[config.mk]
export PLATFORM = sky130hd
export DESIGN_NAME = spi_ctrl
export DESIGN_NICKNAME = d
export VERILOG_FILES = /design/src/rtl/spi_ctrl_pkg.sv /design/src/rtl/spi_ctrl_sync.sv /design/src/rtl/spi_ctrl_clkgen.sv /design/src/rtl/spi_ctrl_shift.sv /design/src/rtl/spi_ctrl_csr.sv /design/src/rtl/spi_ctrl.sv
export SDC_FILE = /design/constraint.sdc
export NUM_CORES = 1
export LEC_CHECK = 0
export BUFFER_PORTS_ARGS = -buffer_cell sky130_fd_sc_hd__buf_2
export CORE_ASPECT_RATIO = 0.6
export CORE_MARGIN = 5
export CORE_UTILIZATION = 45
export DETAILED_ROUTE_END_ITERATION = 16
export PLACE_DENSITY = 0.71
export SYNTH_ARGS = -nofsm -noshare
export SYNTH_HDL_FRONTEND = slang
export SYNTH_SLANG_ARGS = --single-unit
[constraint.sdc]
create_clock -name clk_i -period 1.8 [get_ports clk_i]
set_input_delay 0.27 -clock clk_i [delete_from_list [all_inputs] [get_ports clk_i]]
set_output_delay 0.27 -clock clk_i [all_outputs]
set_load 0.02 [all_outputs]
[src/rtl/spi_ctrl_pkg.sv]
package spi_ctrl_pkg;
  localparam int unsigned CSR_W = 8;
  localparam int unsigned B_DONE = 7;
  localparam int unsigned B_WCOL = 6;
  localparam int unsigned B_MODF = 5;
  localparam int unsigned B_OVR  = 4;
  localparam int unsigned B_MHI  = 3;
  localparam int unsigned B_MLO  = 2;
  localparam int unsigned B_TXE  = 1;
  localparam int unsigned B_EN   = 0;
  localparam int unsigned N_FLAGS = 4;

  typedef enum logic [1:0] {
    SS_NONE   = 2'b00,
    SS_INPUT  = 2'b01,
    SS_OUT_LO = 2'b10,
    SS_OUT_HI = 2'b11
  } ss_mode_e;

  localparam ss_mode_e SS_RESET = SS_INPUT;
endpackage

[src/rtl/spi_ctrl_sync.sv]
module spi_ctrl_sync #(
  parameter int unsigned W = 1,
  parameter int unsigned STAGES = 2,
  parameter logic [W-1:0] RST_VAL = '0
) (
  input  logic         clk_i,
  input  logic         rst_ni,
  input  logic [W-1:0] d_i,
  output logic [W-1:0] q_o
);
  logic [STAGES-1:0][W-1:0] stg_q;

  always_ff @(posedge clk_i or negedge rst_ni) begin
    if (!rst_ni) stg_q <= {STAGES{RST_VAL}};
    else         stg_q <= {stg_q[STAGES-2:0], d_i};
  end

  assign q_o = stg_q[STAGES-1];
endmodule

[src/rtl/spi_ctrl_clkgen.sv]
module spi_ctrl_clkgen #(
  parameter int unsigned CLK_DIV = 2
) (
  input  logic clk_i,
  input  logic rst_ni,
  input  logic run_i,
  output logic tick_o
);
  if (CLK_DIV <= 1) begin : g_full
    assign tick_o = run_i;
  end else begin : g_div
    localparam int unsigned CW = $clog2(CLK_DIV);
    localparam logic [CW-1:0] LAST = CW'(CLK_DIV - 1);
    logic [CW-1:0] cnt_q;

    always_ff @(posedge clk_i or negedge rst_ni) begin
      if (!rst_ni)           cnt_q <= '0;
      else if (!run_i)       cnt_q <= '0;
      else if (cnt_q == LAST) cnt_q <= '0;
      else                   cnt_q <= cnt_q + 1'b1;
    end

    assign tick_o = run_i && (cnt_q == LAST);
  end
endmodule

[src/rtl/spi_ctrl_shift.sv]
module spi_ctrl_shift #(
  parameter int unsigned DATA_W = 8,
  parameter int unsigned CLK_DIV = 2
) (
  input  logic              clk_i,
  input  logic              rst_ni,
  input  logic              en_i,
  input  logic              master_i,
  input  logic              abort_i,
  input  logic              tx_valid_i,
  input  logic [DATA_W-1:0] tx_data_i,
  output logic              tx_take_o,
  input  logic              miso_i,
  input  logic              sel_i,
  input  logic              sck_rise_i,
  input  logic              sck_fall_i,
  input  logic              mosi_i,
  output logic              sck_o,
  output logic              sd_o,
  output logic              busy_o,
  output logic              done_o,
  output logic [DATA_W-1:0] rx_o
);
  localparam int unsigned HW = $clog2(2 * DATA_W);
  localparam logic [HW-1:0] M_LAST = HW'(2 * DATA_W - 1);
  localparam logic [HW-1:0] S_LAST = HW'(DATA_W - 1);

  logic [DATA_W-1:0] shift_q;
  logic [HW-1:0]     cnt_q;
  logic              samp_q, busy_q, done_q, tick;

  spi_ctrl_clkgen #(.CLK_DIV(CLK_DIV)) u_clkgen (
    .clk_i  (clk_i),
    .rst_ni (rst_ni),
    .run_i  (busy_q && master_i && !abort_i),
    .tick_o (tick)
  );

  assign tx_take_o = en_i && !abort_i && !busy_q && tx_valid_i;

  always_ff @(posedge clk_i or negedge rst_ni) begin
    if (!rst_ni) begin
      shift_q <= '0;
      cnt_q   <= '0;
      samp_q  <= 1'b0;
      busy_q  <= 1'b0;
      done_q  <= 1'b0;
    end else begin
      done_q <= 1'b0;
      if (abort_i || !en_i) begin
        busy_q <= 1'b0;
        cnt_q  <= '0;
      end else if (master_i) begin
        if (tx_take_o) begin
          shift_q <= tx_data_i;
          cnt_q   <= '0;
          busy_q  <= 1'b1;
        end else if (busy_q && tick) begin
          // even half ends on a rising edge, odd half on a falling edge
          if (!cnt_q[0]) samp_q <= miso_i;
          else           shift_q <= {shift_q[DATA_W-2:0], samp_q};
          if (cnt_q == M_LAST) begin
            busy_q <= 1'b0;
            cnt_q  <= '0;
            done_q <= 1'b1;
          end else begin
            cnt_q <= cnt_q + 1'b1;
          end
        end
      end else begin
        if (tx_take_o) shift_q <= tx_data_i;
        if (!sel_i) begin
          busy_q <= 1'b0;
          cnt_q  <= '0;
        end else begin
          if (sck_rise_i) begin
            samp_q <= mosi_i;
            busy_q <= 1'b1;
          end
          if (sck_fall_i && busy_q) begin
            shift_q <= {shift_q[DATA_W-2:0], samp_q};
            if (cnt_q == S_LAST) begin
              busy_q <= 1'b0;
              cnt_q  <= '0;
              done_q <= 1'b1;
            end else begin
              cnt_q <= cnt_q + 1'b1;
            end
          end
        end
      end
    end
  end

  assign sck_o  = busy_q && master_i && cnt_q[0];
  assign sd_o   = shift_q[DATA_W-1];
  assign busy_o = busy_q;
  assign done_o = done_q;
  assign rx_o   = shift_q;
endmodule

[src/rtl/spi_ctrl_csr.sv]
module spi_ctrl_csr
  import spi_ctrl_pkg::*;
#(
  parameter int unsigned DATA_W = 8
) (
  input  logic              clk_i,
  input  logic              rst_ni,
  input  logic              reg_wr_i,
  input  logic [CSR_W-1:0]  reg_wdata_i,
  input  logic              cfg_wr_i,
  input  logic              cfg_master_i,
  input  logic              data_wr_i,
  input  logic [DATA_W-1:0] data_wdata_i,
  input  logic              data_rd_i,
  input  logic              busy_i,
  input  logic              done_i,
  input  logic              tx_take_i,
  input  logic [DATA_W-1:0] rx_shift_i,
  input  logic              ss_s_i,
  output logic [CSR_W-1:0]  reg_rdata_o,
  output logic              en_o,
  output ss_mode_e          mode_o,
  output logic              master_o,
  output logic              tx_valid_o,
  output logic [DATA_W-1:0] tx_data_o,
  output logic [DATA_W-1:0] rx_data_o,
  output logic              modf_evt_o,
  output logic              irq_o
);
  logic [N_FLAGS-1:0] flag_q, flag_set, flag_clr;
  logic               en_q, master_q, tx_full_q, rx_full_q, ovr_evt, rx_load;
  ss_mode_e           mode_q;
  logic [DATA_W-1:0]  txbuf_q, rxbuf_q;
  logic               unused_txe_wr;

  assign unused_txe_wr = reg_wdata_i[B_TXE];

  assign modf_evt_o = en_q && master_q && (mode_q == SS_INPUT) && !ss_s_i;
  assign ovr_evt    = done_i && !master_q && rx_full_q && !data_rd_i;
  assign rx_load    = done_i && !ovr_evt;

  // flag order: done, collision, fault, overrun
  assign flag_set = {done_i, data_wr_i && busy_i, modf_evt_o, ovr_evt};
  assign flag_clr = {N_FLAGS{reg_wr_i}} & ~reg_wdata_i[B_DONE:B_OVR];

  always_ff @(posedge clk_i or negedge rst_ni) begin
    if (!rst_ni) begin
      flag_q    <= '0;
      en_q      <= 1'b0;
      mode_q    <= SS_RESET;
      master_q  <= 1'b0;
      tx_full_q <= 1'b0;
      txbuf_q   <= '0;
      rx_full_q <= 1'b0;
      rxbuf_q   <= '0;
    end else begin
      flag_q <= flag_set | (flag_q & ~flag_clr);
      if (reg_wr_i) begin
        en_q   <= reg_wdata_i[B_EN];
        mode_q <= ss_mode_e'(reg_wdata_i[B_MHI:B_MLO]);
      end
      if (modf_evt_o)    master_q <= 1'b0;
      else if (cfg_wr_i) master_q <= cfg_master_i;
      if (data_wr_i && !busy_i) begin
        txbuf_q   <= data_wdata_i;
        tx_full_q <= 1'b1;
      end else if (tx_take_i) begin
        tx_full_q <= 1'b0;
      end
      if (rx_load) begin
        rxbuf_q   <= rx_shift_i;
        rx_full_q <= 1'b1;
      end else if (data_rd_i) begin
        rx_full_q <= 1'b0;
      end
    end
  end

  assign reg_rdata_o = {flag_q, mode_q, ~tx_full_q, en_q};
  assign en_o        = en_q;
  assign mode_o      = mode_q;
  assign master_o    = master_q;
  assign tx_valid_o  = tx_full_q;
  assign tx_data_o   = txbuf_q;
  assign rx_data_o   = rxbuf_q;
  assign irq_o       = |flag_q;
endmodule

[src/rtl/spi_ctrl.sv]
module spi_ctrl
  import spi_ctrl_pkg::*;
#(
  parameter int unsigned DATA_W = 8,
  parameter int unsigned CLK_DIV = 2,
  parameter int unsigned SYNC_STAGES = 2
) (
  input  logic              clk_i,
  input  logic              rst_ni,
  input  logic              reg_wr_i,
  input  logic [7:0]        reg_wdata_i,
  output logic [7:0]        reg_rdata_o,
  input  logic              cfg_wr_i,
  input  logic              cfg_master_i,
  output logic              master_o,
  input  logic              data_wr_i,
  input  logic [DATA_W-1:0] data_wdata_i,
  input  logic              data_rd_i,
  output logic [DATA_W-1:0] rx_data_o,
  output logic              irq_o,
  input  logic              sck_i,
  output logic              sck_o,
  output logic              sck_oe_o,
  input  logic              mosi_i,
  output logic              mosi_o,
  output logic              mosi_oe_o,
  input  logic              miso_i,
  output logic              miso_o,
  output logic              miso_oe_o,
  input  logic              ss_n_i,
  output logic              ss_n_o,
  output logic              ss_n_oe_o
);
  logic              en, master, modf_evt, busy, done, tx_valid, tx_take;
  logic              sck_s, mosi_s, ss_s, sck_prev_q, sel, sd;
  logic [DATA_W-1:0] tx_data, rx_shift;
  ss_mode_e          mode;

  spi_ctrl_sync #(.W(3), .STAGES(SYNC_STAGES), .RST_VAL(3'b001)) u_sync (
    .clk_i  (clk_i),
    .rst_ni (rst_ni),
    .d_i    ({sck_i, mosi_i, ss_n_i}),
    .q_o    ({sck_s, mosi_s, ss_s})
  );

  always_ff @(posedge clk_i or negedge rst_ni) begin
    if (!rst_ni) sck_prev_q <= 1'b0;
    else         sck_prev_q <= sck_s;
  end

  assign sel = en && !master && ((mode == SS_INPUT) ? !ss_s : 1'b1);

  spi_ctrl_csr #(.DATA_W(DATA_W)) u_csr (
    .clk_i        (clk_i),
    .rst_ni       (rst_ni),
    .reg_wr_i     (reg_wr_i),
    .reg_wdata_i  (reg_wdata_i),
    .cfg_wr_i     (cfg_wr_i),
    .cfg_master_i (cfg_master_i),
    .data_wr_i    (data_wr_i),
    .data_wdata_i (data_wdata_i),
    .data_rd_i    (data_rd_i),
    .busy_i       (busy),
    .done_i       (done),
    .tx_take_i    (tx_take),
    .rx_shift_i   (rx_shift),
    .ss_s_i       (ss_s),
    .reg_rdata_o  (reg_rdata_o),
    .en_o         (en),
    .mode_o       (mode),
    .master_o     (master),
    .tx_valid_o   (tx_valid),
    .tx_data_o    (tx_data),
    .rx_data_o    (rx_data_o),
    .modf_evt_o   (modf_evt),
    .irq_o        (irq_o)
  );

  spi_ctrl_shift #(.DATA_W(DATA_W), .CLK_DIV(CLK_DIV)) u_shift (
    .clk_i      (clk_i),
    .rst_ni     (rst_ni),
    .en_i       (en),
    .master_i   (master),
    .abort_i    (modf_evt || cfg_wr_i),
    .tx_valid_i (tx_valid),
    .tx_data_i  (tx_data),
    .tx_take_o  (tx_take),
    .miso_i     (miso_i),
    .sel_i      (sel),
    .sck_rise_i (sck_s && !sck_prev_q),
    .sck_fall_i (!sck_s && sck_prev_q),
    .mosi_i     (mosi_s),
    .sck_o      (sck_o),
    .sd_o       (sd),
    .busy_o     (busy),
    .done_o     (done),
    .rx_o       (rx_shift)
  );

  assign master_o  = master;
  assign sck_oe_o  = en && master;
  assign mosi_o    = sd;
  assign mosi_oe_o = en && master;
  assign miso_o    = sd;
  assign miso_oe_o = sel;
  assign ss_n_o    = mode[1] ? mode[0] : 1'b1;
  assign ss_n_oe_o = en && mode[1];
endmodule

==> impl.org <==
** Finish
- Final Net Count :: 327
- Fraction of final layout cells with drive strength greater than 1 :: 42.7%
- Leaving out filler cells and counting taps, the final layout contains 366.
- Leaving out fill and tap cells, the most frequent cell in the layout is buf_2.
- Area growth from synthesis to layout :: 26.9%
- The repair_antennas step left the layout with diodes totalling 0.
- The library cells used most frequently in the layout, excluding fill and tap cells, are 50 x buf_2, 44 x dfrtp_1, 22 x buf_4, 21 x nand2_1, 19 x mux2_2.

** Worst hold path
- Path type of the worst min-delay path :: in2reg

** CTS
- Counting along the longest clock path gives a buffer depth of 2.
- Worst-Skew Late Latency :: 0.30 ns
- Buffers inserted during clock tree synthesis total 5.
- H-tree Lvls :: 2
- The root buffer cell chosen for the clock tree is clkbuf_8.
- CTS tree :: built
- Clock tree synthesis found a total of 49 sinks.
- Clock-pin slew on the worst setup and hold paths :: 0.09 ns

** Power
- In this run the static leakage power is 1.46 nW.
- Register share of total power :: 49.5%
- The design draws 2.84 mW.
- Of the total power, combinational logic draws 27.4%.
- Switching share of total power :: 34.5%
- Internal :: 1.86 mW
- Power spread over the standard cell area amounts to 924 nW/um^2.
- Worst vdd rail ir drop :: 0.000422 V
- Clock power share :: 23.2%
- In this run the power spent charging and discharging nets is 978 uW.

** Timing
- Max-slew violation total from the final report :: 0
- Post-layout worst setup margin :: 0.00445 ns
- Setup violations remaining at the end of the flow were counted as 0.
- Headroom to the max-slew limit came out at 69.2%.
- Minimum period implied by the final worst setup slack :: 1.80 ns
- Peak Freq :: 557 MHz
- Setup repair after global routing could not meet its margin everywhere.
- Worst-Margin Slew :: 0.462 ns
- The total count of hold-check failures in the final report was 0.
- Clock skew on the completed layout was measured at 0.00651 ns.
- Share of the clock period used by the worst path after layout :: 99.8%

** Yosys
- Counting flops and latches in the post-synthesis netlist gives 49.
- Post-synthesis net count :: 255
- In this run the cell area of the synthesized design comes to 2420 um^2.
- Flip-flop cell with the highest count after synthesis :: dfrtp_1
- For this run, the number of Yosys warnings is 0.
- After synthesis, the share of flip-flops with an asynchronous set or reset is 100%.
- A synthesized cell averages 10.7 um^2.
- EDFF count, synth :: 0
- Of the synthesized area, sequential elements account for 50.8%.
- The synthesized netlist contains 47 unique library cells.
- Synthesis produced a netlist whose cell count is 227.

** GRT
- Number of antenna violations at the first check in global routing :: 0
- Entering global routing, the biggest net connects 19 pins.
- Total global routing overflow :: 0
- Global router's overall resource usage :: 16.4%
- Via count of the first global-routing pass :: 1,783
- Wire length of the first global-routing pass :: 9030 um

** Floorplan
- The core region is 5130 um^2.
- The initial utilization of the core area, before any placement, comes to 47.2%.
- Standard-cell rows :: 20
- Area enclosed by the die boundary :: 7000 um^2
- I/O pin total :: 53
- Die Height :: 66.8 um
- The die is 105 um wide.

** Placed design
- Including well taps, the total number of placed cells is 352.
- Routability Congestion :: 0.884
- Half-perimeter wire length after detailed placement :: 4270 um
- Total of buffers placed on input and output ports :: 51
- Worst slack at placement :: -0.0201 ns

** Route
- The first detailed-routing pass took 4 iterations.
- The routed layout has 2,001 vias.
- Number of DRC violations after detailed routing :: 0
- Routed wire length per instance :: 16.2 um
- The count of nets left with antenna violations once routing finished came out at 0.
- The detailed router finished its first iteration with 185 violations.
- Summed over all layers, the routed wires come to 5940 um.
- Via-to-Cell Ratio :: 5.47

** Setup path
- STA classifies the critical path endpoint as a primary output.
- Largest fanout of any net on the critical path :: 5
- Critical path class :: reg2out
- Data on the critical path is required at its endpoint by 1.53 ns.
- Type of origin of the critical path :: flop
- Worst EP arrival :: 1.53 ns

** Outcome
- Run status :: complete, no violations

** Flow run
- Number of violations of the max-capacitance limit :: 0
==> flip-flops by register name (all words and copies together), names as in the netlist, 2 cells and up <==
register and cells:
u_csr.flag_q 4, u_csr.tx_data_o 8, u_shift.cnt_q 4, u_sync.stg_q 3, u_shift.rx_o 8, u_csr.rx_data_o 8
u_sync.q_o 3, u_csr.mode_o 2
==> repair_timing <==
action                     CTS  global route
setup buffers                0             4
hold buffers                 1             0
hold endpoints to repair    16             0
pin swaps                    0            15
gates resized for setup      2            22
setup endpoints to repair    9            10
cloned                       0             1
==> through the flow <==
stage / util (%) / area (um^2) / setup TNS, ns / hold slack [ns]
2_1_floorplan: - / 2420 / 0 / -0.0256
3_3_place_gp: 55.2 / 2830 / -0.00801 / 0.246
3_5_place_dp: 55.2 / 2830 / -0.0461 / 0.245
4_1_cts: 57.3 / 2940 / 0 / 0.0485
5_1_grt: 59.9 / 3070 / -0.162 / 0.0457
6_report: 59.9 / 3070 / 0 / 0.0573
==> path summary, 6_finish.rpt <==
check,slack [ns],start,endpoint,cells after the start
max in group asynchronous,0.71,rst_ni,u_sync.stg_q[0],3
min in group asynchronous,0.44,rst_ni,u_shift.cnt_q[1],2
hold / removal,0.06,ss_n_i,u_sync.stg_q[0],1
hold reg to reg,0.36,u_sync.stg_q[0],u_sync.q_o[0],0
setup reg to reg,0.04,u_sync.q_o[0],u_shift.rx_o[5],7
setup / recovery,0.004,u_csr.mode_o[1],miso_oe_o,4
==> worst max-delay path, stage by stage, from the launching register on <==
cell and delay [ns]:
dfrtp_1 0.40, buf_6 0.12, nand3b_1 0.26, and3b_2 0.31, buf_6 0.13
==> power groups by stage <==
stage / Combinational (mW) / Clock, mW / Sequential (mW)
floorplan: 0.465 / 0 / 1.39
global placement: 0.685 / 0 / 1.41
detailed placement: 0.695 / 0 / 1.41
CTS: 0.703 / 0.674 / 1.39
global route: 0.850 / 0.726 / 1.42
finish: 0.777 / 0.657 / 1.40
==> metal layers <==
metal,global-route usage (%),wire length [um]
met4,3.83,31
met2,20.7,2240
met1,26.0,3030
met3,5.52,642
met5,0,0
==> synth_stat cells (3+ instances only) <==
master    instances  area (um^2)
dfstp_2           3         78.8
and3_1            3         18.8
o31ai_1           6         45.0
buf_2             5         25.0
a21oi_1          13         65.1
nand2b_1          6         37.5
o21ai_1           6         30.0
nand3_1           5         25.0
o21ai_0          16         80.1
a31oi_1           3         18.8
inv_1             7         26.3
nor2_1           16         60.1
a22oi_1           8         60.1
nand3b_1          3         22.5
buf_4             3         22.5
nand2_1          22         82.6
mux2_2           19          214
dfrtp_1          46         1150
==> final cells by class <==
cell class,instances,area (um^2)
fillers,443,2060
flip-flops and latches,49,1230
multi-input cells,160,1180
repair buffers,76,459
well taps,66,82.6
clock buffers,5,68.8
inverters,7,26.3
clock inverters,3,22.5
==> cell families (layout without fill, tap and decap cells) <==
logic type	count (synthesis)	after routing	synth area share, %
AND/OR/NAND/NOR	68	68	15.3
AO/OA/AOI/OAI	67	68	18.6
flip-flops	49	49	50.8
multiplexers	22	22	10.1
buffers and inverters	19	91	4.29
adder cells (fa/ha/maj)	1	1	0.517
XOR/XNOR	1	1	0.362
Note: power is estimated with default switching activity, not from simulation.
